[src/rtl/sci_rate_pkg.sv]
package sci_rate_pkg;
   localparam int REG_W    = 8;
   localparam int SEL_LO   = 4;
   localparam int EXP_W    = 3;
   localparam int PRE_W    = 4;
   localparam int POW_W    = (1 << EXP_W) - 1;
   localparam int DIV_W    = PRE_W + POW_W;
   localparam logic [REG_W-1:0] RD_MASK = 8'hBF;

   // prescale map: 00->1, 01->3, 10->4, 11->13
   function automatic logic [PRE_W-1:0] prescale_div(input logic [1:0] sel);
      case (sel)
         2'b00:   prescale_div = PRE_W'(1);
         2'b01:   prescale_div = PRE_W'(3);
         2'b10:   prescale_div = PRE_W'(4);
         default: prescale_div = PRE_W'(13);
      endcase
   endfunction
endpackage

[src/rtl/sci_prescaler.sv]
module sci_prescaler
   import sci_rate_pkg::*;
(
   input  logic       clk,
   input  logic       rst_n,
   input  logic       restart,
   input  logic [1:0] sel,
   output logic       pre_tick
);
   logic [PRE_W-1:0] cnt;
   logic [PRE_W-1:0] limit;

   assign limit    = prescale_div(sel) - PRE_W'(1);
   assign pre_tick = (cnt == limit);

   always_ff @(posedge clk) begin
      if (!rst_n || restart) cnt <= '0;
      else if (pre_tick)     cnt <= '0;
      else                   cnt <= cnt + PRE_W'(1);
   end


   pre_range_chk: assert property (@(posedge clk) disable iff (!rst_n)
      cnt <= limit);
endmodule

[src/rtl/sci_pow2_div.sv]
module sci_pow2_div
   import sci_rate_pkg::*;
(
   input  logic             clk,
   input  logic             rst_n,
   input  logic             restart,
   input  logic             adv,
   input  logic [EXP_W-1:0] expo,
   output logic             out_tick
);
   logic [POW_W-1:0] cnt;
   logic [POW_W-1:0] mask;

   assign mask     = ~({POW_W{1'b1}} << expo);
   assign out_tick = adv && (cnt == mask);

   always_ff @(posedge clk) begin
      if (!rst_n || restart) cnt <= '0;
      else if (adv) begin
         if (cnt == mask) cnt <= '0;
         else             cnt <= cnt + POW_W'(1);
      end
   end


   pow_range_chk: assert property (@(posedge clk) disable iff (!rst_n || restart)
      cnt <= mask);
endmodule

[src/rtl/sci_os_div.sv]
module sci_os_div #(
   parameter int RATIO = 16
) (
   input  logic clk,
   input  logic rst_n,
   input  logic restart,
   input  logic os_in,
   output logic bit_out
);
   localparam int CW = (RATIO > 1) ? $clog2(RATIO) : 1;

   initial ratio_param_chk: assert (RATIO >= 1 && (RATIO & (RATIO - 1)) == 0)
      else $error("RATIO must be a power of two");

   generate
      if (RATIO == 1) begin : g_pass
         assign bit_out = os_in;
      end else begin : g_count
         logic [CW-1:0] cnt;
         assign bit_out = os_in && (cnt == CW'(RATIO - 1));
         always_ff @(posedge clk) begin
            if (!rst_n || restart) cnt <= '0;
            else if (os_in)        cnt <= cnt + CW'(1);
         end
      end
   endgenerate
endmodule

[src/rtl/sci_rate_gen.sv]
module sci_rate_gen
   import sci_rate_pkg::*;
#(
   parameter int               OS_RATIO   = 16,
   parameter logic [REG_W-1:0] BOOT_VALUE = 8'h33
) (
   input  logic             clk,
   input  logic             rst_n,
   input  logic             mode_special,
   input  logic             mode_a,
   input  logic             wr_en,
   input  logic [REG_W-1:0] wr_data,
   output logic [REG_W-1:0] rd_data,
   output logic             os_tick,
   output logic             bit_tick
);
   logic [REG_W-1:0] ctrl_q;
   logic             boot_sel;
   logic             pre_tick;
   logic [1:0]       sel;
   logic [EXP_W-1:0] expo;

   assign boot_sel = mode_special && !mode_a;
   assign sel      = ctrl_q[SEL_LO +: 2];
   assign expo     = ctrl_q[EXP_W-1:0];
   assign rd_data  = ctrl_q;

   always_ff @(posedge clk) begin
      if (!rst_n)     ctrl_q <= boot_sel ? (BOOT_VALUE & RD_MASK) : '0;
      else if (wr_en) ctrl_q <= wr_data & RD_MASK;
   end

   sci_prescaler u_pre (
      .clk(clk), .rst_n(rst_n), .restart(wr_en), .sel(sel), .pre_tick(pre_tick)
   );

   sci_pow2_div u_pow (
      .clk(clk), .rst_n(rst_n), .restart(wr_en), .adv(pre_tick),
      .expo(expo), .out_tick(os_tick)
   );

   sci_os_div #(.RATIO(OS_RATIO)) u_osd (
      .clk(clk), .rst_n(rst_n), .restart(wr_en), .os_in(os_tick), .bit_out(bit_tick)
   );

   logic [DIV_W-1:0] div_total;
   assign div_total = DIV_W'(prescale_div(sel)) << expo;


   bit_needs_os_chk: assert property (@(posedge clk) disable iff (!rst_n)
      bit_tick |-> os_tick);


   restart_phase_chk: assert property (@(posedge clk) disable iff (!rst_n)
      wr_en |=> (os_tick == (div_total == DIV_W'(1))));


   single_pulse_chk: assert property (@(posedge clk) disable iff (!rst_n)
      (os_tick && !wr_en && div_total != DIV_W'(1)) |=> !os_tick);


   readback_chk: assert property (@(posedge clk) disable iff (!rst_n)
      wr_en |=> (rd_data == ($past(wr_data) & RD_MASK)));
endmodule

[config.mk]
export PLATFORM = sky130hd
export DESIGN_NAME = sci_rate_gen
export DESIGN_NICKNAME = d
export VERILOG_FILES = /design/src/rtl/sci_rate_pkg.sv /design/src/rtl/sci_prescaler.sv /design/src/rtl/sci_pow2_div.sv /design/src/rtl/sci_os_div.sv /design/src/rtl/sci_rate_gen.sv
export SDC_FILE = /design/constraint.sdc
export NUM_CORES = 1
export LEC_CHECK = 0
export CORE_UTILIZATION = 55
export DETAILED_ROUTE_END_ITERATION = 10
export GPL_ROUTABILITY_DRIVEN = 0
export HOLD_SLACK_MARGIN = 0.06
export PLACE_DENSITY = 0.84
export SLEW_MARGIN = 20
export SYNTH_ARGS = -nofsm -noshare
export SYNTH_HDL_FRONTEND = slang
export SYNTH_SLANG_ARGS = --single-unit
[constraint.sdc]
create_clock -name clk -period 4.9 [get_ports clk]
set_input_delay 0.98 -clock clk [delete_from_list [all_inputs] [get_ports clk]]
set_output_delay 0.98 -clock clk [all_outputs]
set_load 0.01 [all_outputs]
# Word level (Yosys, flattened, before mapping)
# Cells that the tools add are included.
[classes] add_sub_neg=4 n_eq_ne=6 n_shift=1 muxes=5 n_bitwise=1 n_reduce_logical=8
[ops] operator="2-to-1 mux 8 bit" n=2
[ops] operator="one-hot mux 4 bit (3 select lines)" n=1
[ops] operator="adder 4 x 1 -> 4 bit (second input constant)" n=2
[ops] operator="adder 7 x 1 -> 7 bit (second input constant)" n=1
[ops] operator="equality test 7 bit" n=1
[ops] operator="2-to-1 mux 7 bit" n=1
[ops] operator="inverter 7 bit" n=1
[ops] operator="<< shifter 7 x 3 -> 7 bit (first input constant)" n=1
[ops] operator="2-to-1 mux 6 bit" n=1
[ops] operator="equality test 4 bit" n=1
[ops] operator="equality test 4 bit (second input constant)" n=1
[ops] operator="subtractor 4 x 1 -> 4 bit (second input constant)" n=1
[ops] operator="logical AND 1 bit" n=3
[ops] operator="equality test 2 x 1 -> 1 bit (second input constant)" n=1
[ops] operator="equality test 2 bit (second input constant)" n=1
[ops] operator="logical NOT 1 bit" n=2
[ops] operator="logical NOT 2 bit" n=1
[ops] operator="!= test 2 x 1 -> 1 bit (second input constant)" n=1
[ops] operator="OR reduction 2 bit" n=1
[ops] operator="logical OR 1 bit" n=1
[totals] register_bits=23 inputBits=13 output_inout_bits=10

# Logic depth before layout (Yosys ltp)
# Gate-level depths: netlist of run 1.
[depth] depth_word=6 depth_mapped=7 mapped_depth_nobuf=7

# Hierarchy
# A second synthesis of run 1 with hierarchy kept.
[hier_totals] cells_unflattened=118 hier_area_um2=1241.2
[by_module_without_submodules] mod="sci_pow2_div" n_inst=1 cells_per_inst=54 area_each_um2=495.5 seq_area_each_um2=140.1
[by_module_without_submodules] mod="sci_rate_gen" n_inst=1 cells_per_inst=18 area_each_um2=294.0 seq_area_each_um2=210.2
[by_module_without_submodules] mod="sci_prescaler" n_inst=1 cells_per_inst=28 area_each_um2=260.2 seq_area_each_um2=80.1
[by_module_without_submodules] mod="sci_os_div" n_inst=1 cells_per_inst=18 area_each_um2=191.4 seq_area_each_um2=80.1

# Worst setup path before layout of run 1
# No wires, ideal clock.
[synth_path] path_type="register to output" from="register ctrl_q[2] (netlist: rd_data[2])" to="output bit_tick" arrival_ns=2.046 t_required_ns=3.920 setup_slack_ns=1.874 path_stages_with_launch=7 path_cell_list="edfxtp_1 > buf_2 > or4_4 > o32ai_2 > nor3_2 > nor4_4 > and4_1"
[synth_via] elab_chain_len=5
[synth_lines] item="from (decl)" line="sci_rate_gen.sv:17" source="logic [REG_W-1:0] ctrl_q;"
[synth_lines] item="from (signal assigned)" line="sci_rate_gen.sv:29" source="if (!rst_n) ctrl_q <= boot_sel ? (BOOT_VALUE & RD_MASK) : '0;"
[synth_lines] item="from (signal assigned)" line="sci_rate_gen.sv:30" source="else if (wr_en) ctrl_q <= wr_data & RD_MASK;"
[synth_lines] item="<< shifter 7 x 3 -> 7 bit" line="sci_pow2_div.sv:14" source="assign mask = ~({POW_W{1'b1}} << expo);"
[synth_lines] item="inverter 7 bit" line="sci_pow2_div.sv:14"
[synth_lines] item="equality test 7 bit" line="sci_pow2_div.sv:15" source="assign out_tick = adv && (cnt == mask);"
[synth_lines] item="logical AND 1 bit" line="sci_pow2_div.sv:15"
[synth_lines] item="named net os_tick" line="sci_rate_gen.sv:14" source="output logic os_tick,"
[synth_lines] item="logical AND 1 bit" line="sci_os_div.sv:20" source="assign bit_out = os_in && (cnt == CW'(RATIO - 1));"
[synth_lines] item="to (decl)" line="sci_rate_gen.sv:15" source="output logic bit_tick"
# The timed path passes the listed nets, and every way through them passes these cells.

# Final worst setup path of run 1
[layout_path] from="register ctrl_q[5] (netlist: rd_data[5])" to="output bit_tick"
[layout_via] elab_chain_len=6 word_cells_on_any_way=8 cone_classes="add/sub: 1; eq/ne: 3; mux: 1; reduce/logical: 3"
[layout_lines] item="equality test 2 bit, or another cell as far along" line="sci_rate_pkg.sv:12" source="case (sel)"
[layout_lines] item="one-hot mux 4 bit (3 select lines) *" line="sci_rate_pkg.sv:12"
[layout_lines] item="subtractor 4 x 1 -> 4 bit *" line="sci_prescaler.sv:13" source="assign limit = prescale_div(sel) - PRE_W'(1);"
[layout_lines] item="equality test 4 bit *" line="sci_prescaler.sv:14" source="assign pre_tick = (cnt == limit);"
[layout_lines] item="logical AND 1 bit *" line="sci_pow2_div.sv:15"
[layout_lines] item="logical AND 1 bit *" line="sci_os_div.sv:20"
# Mark *: on every way between the ends. The rest lies on a longest branch, timed or not.

==> summary.md, run 1 <==
- Worst Path Max Fanout: 9
- total I/O pin count: 23
- average instance area after synthesis: 10.3 sq um
- post-CTS setup repair buffer count: 0
- clock transition at the registers of the reported paths: 0.12 ns
- vertical extent of the die: 49.1 um
- reported max-cap violation count: 0
- aggregate routed wire length: 2.30 mm
- worst slew margin relative to its limit: 43.7%
- dominant cells by area after synthesis: sky130_fd_sc_hd__dfxtp_1 25%, sky130_fd_sc_hd__edfxtp_1 17%, sky130_fd_sc_hd__ha_1 5.1%, sky130_fd_sc_hd__nor3_1 4.1%, sky130_fd_sc_hd__xnor2_1 3.6%
- CTS tree: done
- switching power as a share of total power: 28.2%
- Crit. End Element: primary output
- placed wire-length estimate after detailed placement: 1.71 mm
- clock tree buffer depth: 2
- capture instance of the worst register-to-register path: u_osd.g_count.cnt[0]
- combinational share of power: 20.9%
- TritonCTS Buffers: 3
- Min-Delay Startpoint: u_osd.g_count.cnt[1]
- diode insertion count for antenna repair: 0
- maximum number of pins on one net before global-route repair: 16
- Worst Reg-to-Reg Cells: 5
- total vias in the final route: 981
- number of remaining DRC errors: 0
- ys flop type: sky130_fd_sc_hd__dfxtp_1
- Async S/R FF share, synth: 0%
- share of Yosys cell area claimed by the top area cell type: 24.6%
- maximum level of the CTS H-tree: 1
- global-route wire length before repair: 4.02 mm
- Std-Cell Rows: 16
- Warnings, synthesis: 0
- remaining antenna violation count after routing: 0
- instance count after placement with tap cells included: 160
- Sequential Power Share: 53.2%
- PnR worst setup slack: 1.00 ns
- net count after synthesis: 136
- max-slew violations: 0
- non-filler instance count after layout: 164
- worst reg2reg startpoint: rd_data[5]
- Num Clock Sinks: 22
- CTS-repair resized insts: 0
- cell count after synthesis: 118
- CP startpoint kind: flop
- IR Drop Worst-Case VDD: 310 uV
- Pre-antenna DRT Iters: 4
- WL/cell: 14.0 um
- endpoint arrival time on the critical path: 2.92 ns
- crit path launch: rd_data[5]
- Critical Setup Path Class: reg -> out
- number of violations reported at the end of detailed-routing iteration 0: 20
- upper clock frequency limit: 257 MHz
- final critical delay including setup and external delays: 3.90 ns
- width of the die: 49.1 um
- CP endpoint: bit_tick
- power density over cell area: 269 mW/mm^2
- Fin. Hold Viols: 0
- reported net switching power: 0.111 mW
- slew at the pin closest to its max-slew limit: 0.841 ns
- Core Area: 0.00202 sq mm
- Final setup viols: 0
- # fillers: 145
- Max Clock Skew: 0.00396 ns
- via density per instance: 5.98
- ratio of cells with drive above 1 in the final layout: 10.9%
- area growth from synthesis to layout: 20.1%
- effective utilization at floorplan: 60.4%
- CTS Hold Buffers Added: 0
- unrepaired setup endpoints after global routing: false
- cell type with the largest total area after synthesis: sky130_fd_sc_hd__dfxtp_1
- number of global-route vias before repair: 923
- register area share after synthesis: 41.8%
- setup TNS after final layout: 0 ns
- register-to-register path setup slack: 2.76 ns
- die area: 0.00241 sq mm
- total congestion overflow: 0
- Hold/Removal Path Class: reg -> reg
- number of synthesized flops with an enable pin: 7
- share of the clock period used by the worst path: 79.5%
- Final nets: 156
- static leakage: 0.532 nW
- Post-Place Setup Slack: 1.36 ns
- root buffer selected by CTS: sky130_fd_sc_hd__clkbuf_4
- Crit path required time: 3.92 ns
- synthesized flop and latch total: 22
- synthesized cell area: 0.00122 sq mm
- number of distinct library cells after synthesis: 46
- number of antenna violations at the first check in global routing: 0
- buffers added on ports: 20
- P_int: 0.283 mW
- outcome: finished, final reports clean
- total global routing track utilization: 21.6%
- relative contribution of the clock network to total power: 25.9%
- worst skew pair latency: 0.31 ns
==> registers in the layout, summed over array words and instances, names as in the netlist <==
signal             flops
u_osd.g_count.cnt      4
u_pow.cnt              7
rd_data                7
u_pre.cnt              4
==> power by group through the flow <==
| stage | combinational [mW] | sequential (mW) | clock [mW] |
|---|---|---|---|
| 4_1_cts | 0.0825 | 0.210 | 0.103 |
| 3_5_place_dp | 0.0819 | 0.214 | 0 |
| 3_3_place_gp | 0.0796 | 0.212 | 0 |
| 5_1_grt | 0.0901 | 0.212 | 0.108 |
| 2_1_floorplan | 0.0533 | 0.211 | 0 |
| 6_report | 0.0822 | 0.210 | 0.102 |
==> synthesized netlist by cell type, types with 2 or more instances <==
cell type                  instances
sky130_fd_sc_hd__xnor2_1           5
sky130_fd_sc_hd__nor2_1            6
sky130_fd_sc_hd__nand4_1           2
sky130_fd_sc_hd__and3_1            2
sky130_fd_sc_hd__nor3_1           10
sky130_fd_sc_hd__edfxtp_1          7
sky130_fd_sc_hd__clkbuf_1          2
sky130_fd_sc_hd__xor2_1            5
sky130_fd_sc_hd__buf_2             2
sky130_fd_sc_hd__ha_1              5
sky130_fd_sc_hd__nand3_1           3
sky130_fd_sc_hd__nand2b_1          2
sky130_fd_sc_hd__dfxtp_1          15
sky130_fd_sc_hd__o211ai_1          2
sky130_fd_sc_hd__a21oi_1           3
sky130_fd_sc_hd__and2_1            3
sky130_fd_sc_hd__o41ai_1           2
sky130_fd_sc_hd__o311ai_0          2
sky130_fd_sc_hd__o32ai_2           2
sky130_fd_sc_hd__a21o_1            4
sky130_fd_sc_hd__o21ai_0           2
sky130_fd_sc_hd__nand2_1           8
==> metrics by stage <==
stage,cell area (sq um),power (mW),hold slack [ns],utilization (%)
final,1470,0.394,0.501,72.5
after global routing,1470,0.410,0.524,72.5
after CTS,1470,0.395,0.501,72.5
after detailed placement,1430,0.296,0.484,70.7
after global placement,1430,0.292,0.458,70.7
after floorplan,1220,0.265,0.441,-
==> worst max-delay path: stages, from the launching register on <==
cell	delay, ns
sky130_fd_sc_hd__edfxtp_1	0.44
sky130_fd_sc_hd__ha_1	0.31
sky130_fd_sc_hd__xor2_1	0.19
sky130_fd_sc_hd__o211ai_1	0.37
sky130_fd_sc_hd__nor4_4	0.53
sky130_fd_sc_hd__and4_1	0.24
sky130_fd_sc_hd__clkdlybuf4s50_1	0.52
==> final cells by class <==
| type | count | area [sq um] | share of cell area (%) |
|---|---|---|---|
| Multi-Input combinational cell | 89 | 678 | 46.2 |
| Tap cell | 27 | 33.8 | 2.30 |
| Timing Repair Buffer | 20 | 200 | 13.7 |
| Inverter | 2 | 7.51 | 0.512 |
| Sequential cell | 22 | 510 | 34.8 |
| Clock buffer | 4 | 36.3 | 2.47 |
==> cell families after synthesis <==
group / synth area share (%)
AOI/OAI and AO/OA: 17.2
xor gates and xnor gates: 7.17
adders and majority gates: 5.12
buffers and inverters: 2.66
DFF: 41.8
muxes: 0.820
other: 0.307
and+or+nand+nor: 24.9
==> worst min path at each step <==
stage / to / depth (start not counted)
floorplan: u_pre.cnt[0] / 1
CTS: u_osd.g_count.cnt[1] / 2
detailed placement: u_osd.g_count.cnt[1] / 2
finish: u_osd.g_count.cnt[1] / 2
global placement: u_pre.cnt[0] / 1
global route: u_osd.g_count.cnt[1] / 2
==> cells in the final DEF, fill, tap and decap left out, drive strengths merged, types with 3 or more instances in the layout <==
| cell type | instances |
|---|---|
| clkdlybuf4s50 | 20 |
| dfxtp | 15 |
| nor3 | 11 |
| nand2 | 8 |
| edfxtp | 7 |
| nor2 | 6 |
| xor2 | 5 |
| xnor2 | 5 |
| ha | 5 |
| a21o | 4 |
| clkbuf | 4 |
| a21oi | 3 |
| nand3 | 3 |
| and2 | 3 |
| and3 | 3 |
==> layer usage <==
layer  vias to the layer above  track usage [%]  part of all wire, %
li1                        484                -                    -
met1                       460             26.4                   44
met2                        32             36.3                   49
met3                         5             5.30                  5.6
met4                         0             7.84                  1.6
met5                         -                0                    0
No activity file was read; power rests on OpenSTA's default activity.
==> run 2, diff against run 1 <==
--- a/config.mk
+++ b/config.mk
@@ -5,11 +5,11 @@
 export SDC_FILE = /design/constraint.sdc
 export NUM_CORES = 1
 export LEC_CHECK = 0
-export CORE_UTILIZATION = 55
+export CORE_UTILIZATION = 51
 export DETAILED_ROUTE_END_ITERATION = 10
 export GPL_ROUTABILITY_DRIVEN = 0
 export HOLD_SLACK_MARGIN = 0.06
-export PLACE_DENSITY = 0.84
+export PLACE_DENSITY = 0.78
 export SLEW_MARGIN = 20
 export SYNTH_ARGS = -nofsm -noshare
 export SYNTH_HDL_FRONTEND = slang
==> constraint.sdc (replaced) <==
create_clock -name clk -period 3.9 [get_ports clk]
set_input_delay 0.78 -clock clk [delete_from_list [all_inputs] [get_ports clk]]
set_output_delay 0.78 -clock clk [all_outputs]
set_load 0.01 [all_outputs]
==> summary.md, run 2 (synthesized netlist as in run 1, its figures left out) <==
- number of antenna violations at the first check in global routing: 0
- setup TNS after final layout: 0 ns
- Max Clock Skew: 0.000533 ns
- upper clock frequency limit: 275 MHz
- # fillers: 189
- register-to-register path setup slack: 1.81 ns
- P_int: 0.358 mW
- Hold/Removal Path Class: reg -> reg
- total vias in the final route: 985
- Critical Setup Path Class: reg -> out
- WL/cell: 14.0 um
- crit path launch: rd_data[2]
- Sequential Power Share: 53.0%
- endpoint arrival time on the critical path: 2.85 ns
- Crit. End Element: primary output
- remaining antenna violation count after routing: 0
- final critical delay including setup and external delays: 3.63 ns
- clock transition at the registers of the reported paths: 0.12 ns
- max-slew violations: 0
- capture instance of the worst register-to-register path: u_osd.g_count.cnt[0]
- power density over cell area: 336 mW/mm^2
- non-filler instance count after layout: 166
- post-layout util: 66.1%
- worst slew margin relative to its limit: 62.0%
- relative contribution of the clock network to total power: 25.2%
- area growth from synthesis to layout: 20.8%
- Min-Delay Startpoint: u_pre.cnt[0]
- TritonCTS Buffers: 3
- Hold Path Stages: 1
- CTS-repair resized insts: 0
- highest-count cells in the layout ignoring fill and taps: 20 x sky130_fd_sc_hd__clkdlybuf4s50_1, 15 x sky130_fd_sc_hd__dfxtp_1, 10 x sky130_fd_sc_hd__nor3_1
- CTS tree: done
- global-route wire length before repair: 3.83 mm
- die area: 0.00259 sq mm
- CTS Hold Buffers Added: 0
- reported max-cap violation count: 0
- Final nets: 157
- total congestion overflow: 0
- CP startpoint kind: flop
- effective utilization at floorplan: 54.7%
- worst skew pair latency: 0.30 ns
- placed wire-length estimate after detailed placement: 1.75 mm
- post-CTS setup repair buffer count: 0
- vertical extent of the die: 50.9 um
- Crit path required time: 3.12 ns
- outcome: finished, final reports clean
- WHS Endpoint: u_pre.cnt[0]
- ratio of cells with drive above 1 in the final layout: 11.6%
- clock tree buffer depth: 2
- switching power as a share of total power: 27.8%
- slew at the pin closest to its max-slew limit: 0.570 ns
- share of the clock period used by the worst path: 93.1%
- root buffer selected by CTS: sky130_fd_sc_hd__clkbuf_4
- via density per instance: 5.93
- Worst Path Max Fanout: 11
- total global routing track utilization: 19.9%
- PnR Total Power: 0.496 mW
- buffers added on ports: 20
- Final setup viols: 0
- Core Area: 0.00223 sq mm
- Fin Hold WS: 0.492 ns
- most frequent standard cell in the layout excluding fill and tap cells: sky130_fd_sc_hd__clkdlybuf4s50_1
- maximum number of pins on one net before global-route repair: 16
- instance count after placement with tap cells included: 162
- static leakage: 0.537 nW
- number of remaining DRC errors: 0
- IR Drop Worst-Case VDD: 212 uV
- Worst Reg-to-Reg Cells: 7
- diode insertion count for antenna repair: 0
- reported net switching power: 0.138 mW
- unrepaired setup endpoints after global routing: false
- Std-Cell Rows: 17
- aggregate routed wire length: 2.32 mm
- Fin. Hold Viols: 0
- number of violations reported at the end of detailed-routing iteration 0: 21
- combinational share of power: 21.8%
- width of the die: 50.9 um
- total I/O pin count: 23
- maximum level of the CTS H-tree: 1
- Pre-antenna DRT Iters: 5
- Num Clock Sinks: 22
- number of global-route vias before repair: 897
- worst reg2reg startpoint: rd_data[4]
-- run 2: cell types whose count changed in the layout (fill, tap and decap cells not counted), sizes merged --
| cell | before | now |
|---|---|---|
| buf | 0 | 1 |
-- run 2: final cells by class --
type	instances	area, sq um	share of cell area, %
clock buffer	4	36.3	2.46
tap	28	35.0	2.37
inverter	2	7.51	0.509
multi-input combinational	89	678	46.0
sequential	22	510	34.6
timing repair buffer	21	208	14.1
-- run 2: worst max-delay path by stage --
| stage | to | slack (ns) |
|---|---|---|
| 2_1_floorplan | bit_tick | 1.07 |
| 3_3_place_gp | bit_tick | 0.65 |
| 3_5_place_dp | bit_tick | 0.60 |
| 4_1_cts | bit_tick | 0.23 |
| 5_1_grt | bit_tick | 0.11 |
| 6_report | bit_tick | 0.27 |
-- run 2: layer usage --
metal / GRT usage, % / routed length (um) / vias up
met4: 8.33 / 21 / 0
met3: 5.06 / 135 / 2
met1: 23.5 / 1060 / 467
li1: - / - / 487
met2: 33.8 / 1100 / 29
met5: 0 / 0 / -
-- run 2: stage by stage --
stage                     setup slack [ns]  cell area [sq um]
after detailed placement             0.598               1440
after floorplan                       1.07               1220
final                                0.268               1480
after global routing                 0.107               1480
after global placement               0.645               1440
after CTS                            0.232               1480
-- run 2: power by group through the flow --
stage	Clock, mW	Sequential (mW)	Combinational, mW
global route	0.135	0.266	0.117
finish	0.125	0.263	0.108
CTS	0.129	0.263	0.109
detailed placement	0	0.268	0.109
global placement	0	0.267	0.105
floorplan	0	0.265	0.0670
-- run 2: critical path, cell delays in order (launching register included) --
cell                              delay [ns]
sky130_fd_sc_hd__edfxtp_1               0.55
sky130_fd_sc_hd__or4_4                  0.46
sky130_fd_sc_hd__o32ai_2                0.19
sky130_fd_sc_hd__nor3_2                 0.11
sky130_fd_sc_hd__nor4_4                 0.45
sky130_fd_sc_hd__and4_1                 0.25
sky130_fd_sc_hd__clkdlybuf4s50_1        0.53
==> run 3, diff against run 2 <==
--- a/config.mk
+++ b/config.mk
@@ -5,11 +5,12 @@
 export SDC_FILE = /design/constraint.sdc
 export NUM_CORES = 1
 export LEC_CHECK = 0
-export CORE_UTILIZATION = 51
+export CORE_UTILIZATION = 60
 export DETAILED_ROUTE_END_ITERATION = 10
+export DONT_BUFFER_PORTS = 1
 export GPL_ROUTABILITY_DRIVEN = 0
 export HOLD_SLACK_MARGIN = 0.06
-export PLACE_DENSITY = 0.78
+export PLACE_DENSITY = 0.76
 export SLEW_MARGIN = 20
 export SYNTH_ARGS = -nofsm -noshare
 export SYNTH_HDL_FRONTEND = slang
==> summary.md, run 3 (synthesized netlist as in run 1, its figures left out) <==
- outcome: finished, final reports clean
- worst reg2reg startpoint: rd_data[4]
- maximum level of the CTS H-tree: 1
- upper clock frequency limit: 309 MHz
- CTS-repair resized insts: 0
- maximum number of pins on one net before global-route repair: 16
- TritonCTS Buffers: 3
- unrepaired setup endpoints after global routing: false
- Final nets: 137
- slowest CP cell: sky130_fd_sc_hd__edfxtp_1
- number of remaining DRC errors: 0
- Max Clock Skew: 0.00980 ns
- worst skew pair latency: 0.32 ns
- crit path launch: rd_data[4]
- die area: 0.00222 sq mm
- number of antenna violations at the first check in global routing: 0
- placed standard-cell area: 0.00123 sq mm
- post-route design area: 0.00129 sq mm
- CP top delay family: simple AND/OR/NAND/NOR gates
- share of the clock period used by the worst path: 83.1%
- via density per instance: 6.29
- endpoint arrival time on the critical path: 2.46 ns
- clock transition at the registers of the reported paths: 0.13 ns
- Fin. Hold Viols: 0
- Core Area: 0.00182 sq mm
- vertical extent of the die: 47.1 um
- IR Drop Worst-Case VDD: 275 uV
- CTS Hold Buffers Added: 0
- diode insertion count for antenna repair: 0
- total global routing track utilization: 23.3%
- max-slew violations: 0
- global-route wire length before repair: 3.52 mm
- Fin Hold WS: 0.490 ns
- width of the die: 47.1 um
- slew at the pin closest to its max-slew limit: 0.814 ns
- CTS tree: done
- number of violations reported at the end of detailed-routing iteration 0: 20
- clock tree buffer depth: 2
- highest-count cells in the layout ignoring fill and taps: 15 x sky130_fd_sc_hd__dfxtp_1, 10 x sky130_fd_sc_hd__nor3_1, 8 x sky130_fd_sc_hd__nand2_1
- placed wire-length estimate after detailed placement: 1.59 mm
- static leakage: 0.468 nW
- number of global-route vias before repair: 849
- WL/cell: 15.2 um
- power density over cell area: 404 mW/mm^2
- setup TNS after final layout: 0 ns
- aggregate routed wire length: 2.17 mm
- total congestion overflow: 0
- Worst Path Max Fanout: 9
- Crit path required time: 3.12 ns
- Critical Setup Path Class: reg -> out
- Largest stage delay, worst path: 0.44 ns
- buffer and inverter count on the worst path: 2
- list of cells traversed by the critical path: inv_1, ha_1, xor2_1, o211ai_1, nor4_4, buf_4, and4_1
- final critical delay including setup and external delays: 3.24 ns
- effective utilization at floorplan: 67.1%
- Crit. End Element: primary output
- CP startpoint kind: flop
- Num Clock Sinks: 22
- PnR Total Power: 0.520 mW
- total I/O pin count: 23
- post-CTS setup repair buffer count: 0
- Min-Delay Startpoint: u_pre.cnt[0]
- post-layout util: 70.7%
- ratio of cells with drive above 1 in the final layout: 13.6%
- total vias in the final route: 900
- remaining antenna violation count after routing: 0
- reported max-cap violation count: 0
- Pre-antenna DRT Iters: 4
- Final setup viols: 0
- area growth from synthesis to layout: 5.43%
- worst slew margin relative to its limit: 45.5%
- Hold/Removal Path Class: reg -> reg
- most frequent standard cell in the layout excluding fill and tap cells: sky130_fd_sc_hd__dfxtp_1
- buffers added on ports: 0
- Std-Cell Rows: 15
- root buffer selected by CTS: sky130_fd_sc_hd__clkbuf_4
run 3: power by group:
part,internal (mW),switching [mW]
Clock,0.104,0.0745
Combinational,0.0285,0.0445
Sequential,0.248,0.0200
run 3: final timing paths:
path,end,slack (ns),cells past startpoint
hold reg to reg,u_pre.cnt[0],0.49,1
setup reg to reg,u_osd.g_count.cnt[0],1.71,6
setup / recovery,bit_tick,0.66,7
hold / removal,u_pre.cnt[0],0.49,1
run 3: worst reg2reg max path: cells and delay by family (launching register included):
kind | cells | cell delay [ns]
DFF | 1 | 0.44
xor gates and xnor gates | 1 | 0.19
adders and majority gates | 1 | 0.30
buffers and inverters | 1 | 0.07
AOI/OAI and AO/OA | 2 | 0.51
and+or+nand+nor | 1 | 0.61
run 3: layer usage:
| metal | up-vias | track usage, % | wire [um] |
|---|---|---|---|
| li1 | 448 | - | - |
| met1 | 419 | 29.5 | 998 |
| met2 | 26 | 36.1 | 1000 |
| met3 | 7 | 7.69 | 123 |
| met4 | 0 | 10.9 | 41 |
| met5 | - | 0 | 0 |
run 3: area by class of cell:
class | count | area, sq um
Inverter | 2 | 7.51
Clock buffer | 3 | 22.5
Sequential cell | 22 | 510
Tap cell | 25 | 31.3
Clock inverter | 1 | 30.0
Timing Repair Buffer | 1 | 7.51
Multi-Input combinational cell | 89 | 678
Fill cell | 148 | 533
run 3: metrics by stage:
step	std cells	worst slack [ns]
CTS	143	0.643
floorplan	118	1.07
finish	143	0.660
global route	143	0.532
detailed placement	139	1.03
global placement	139	1.07
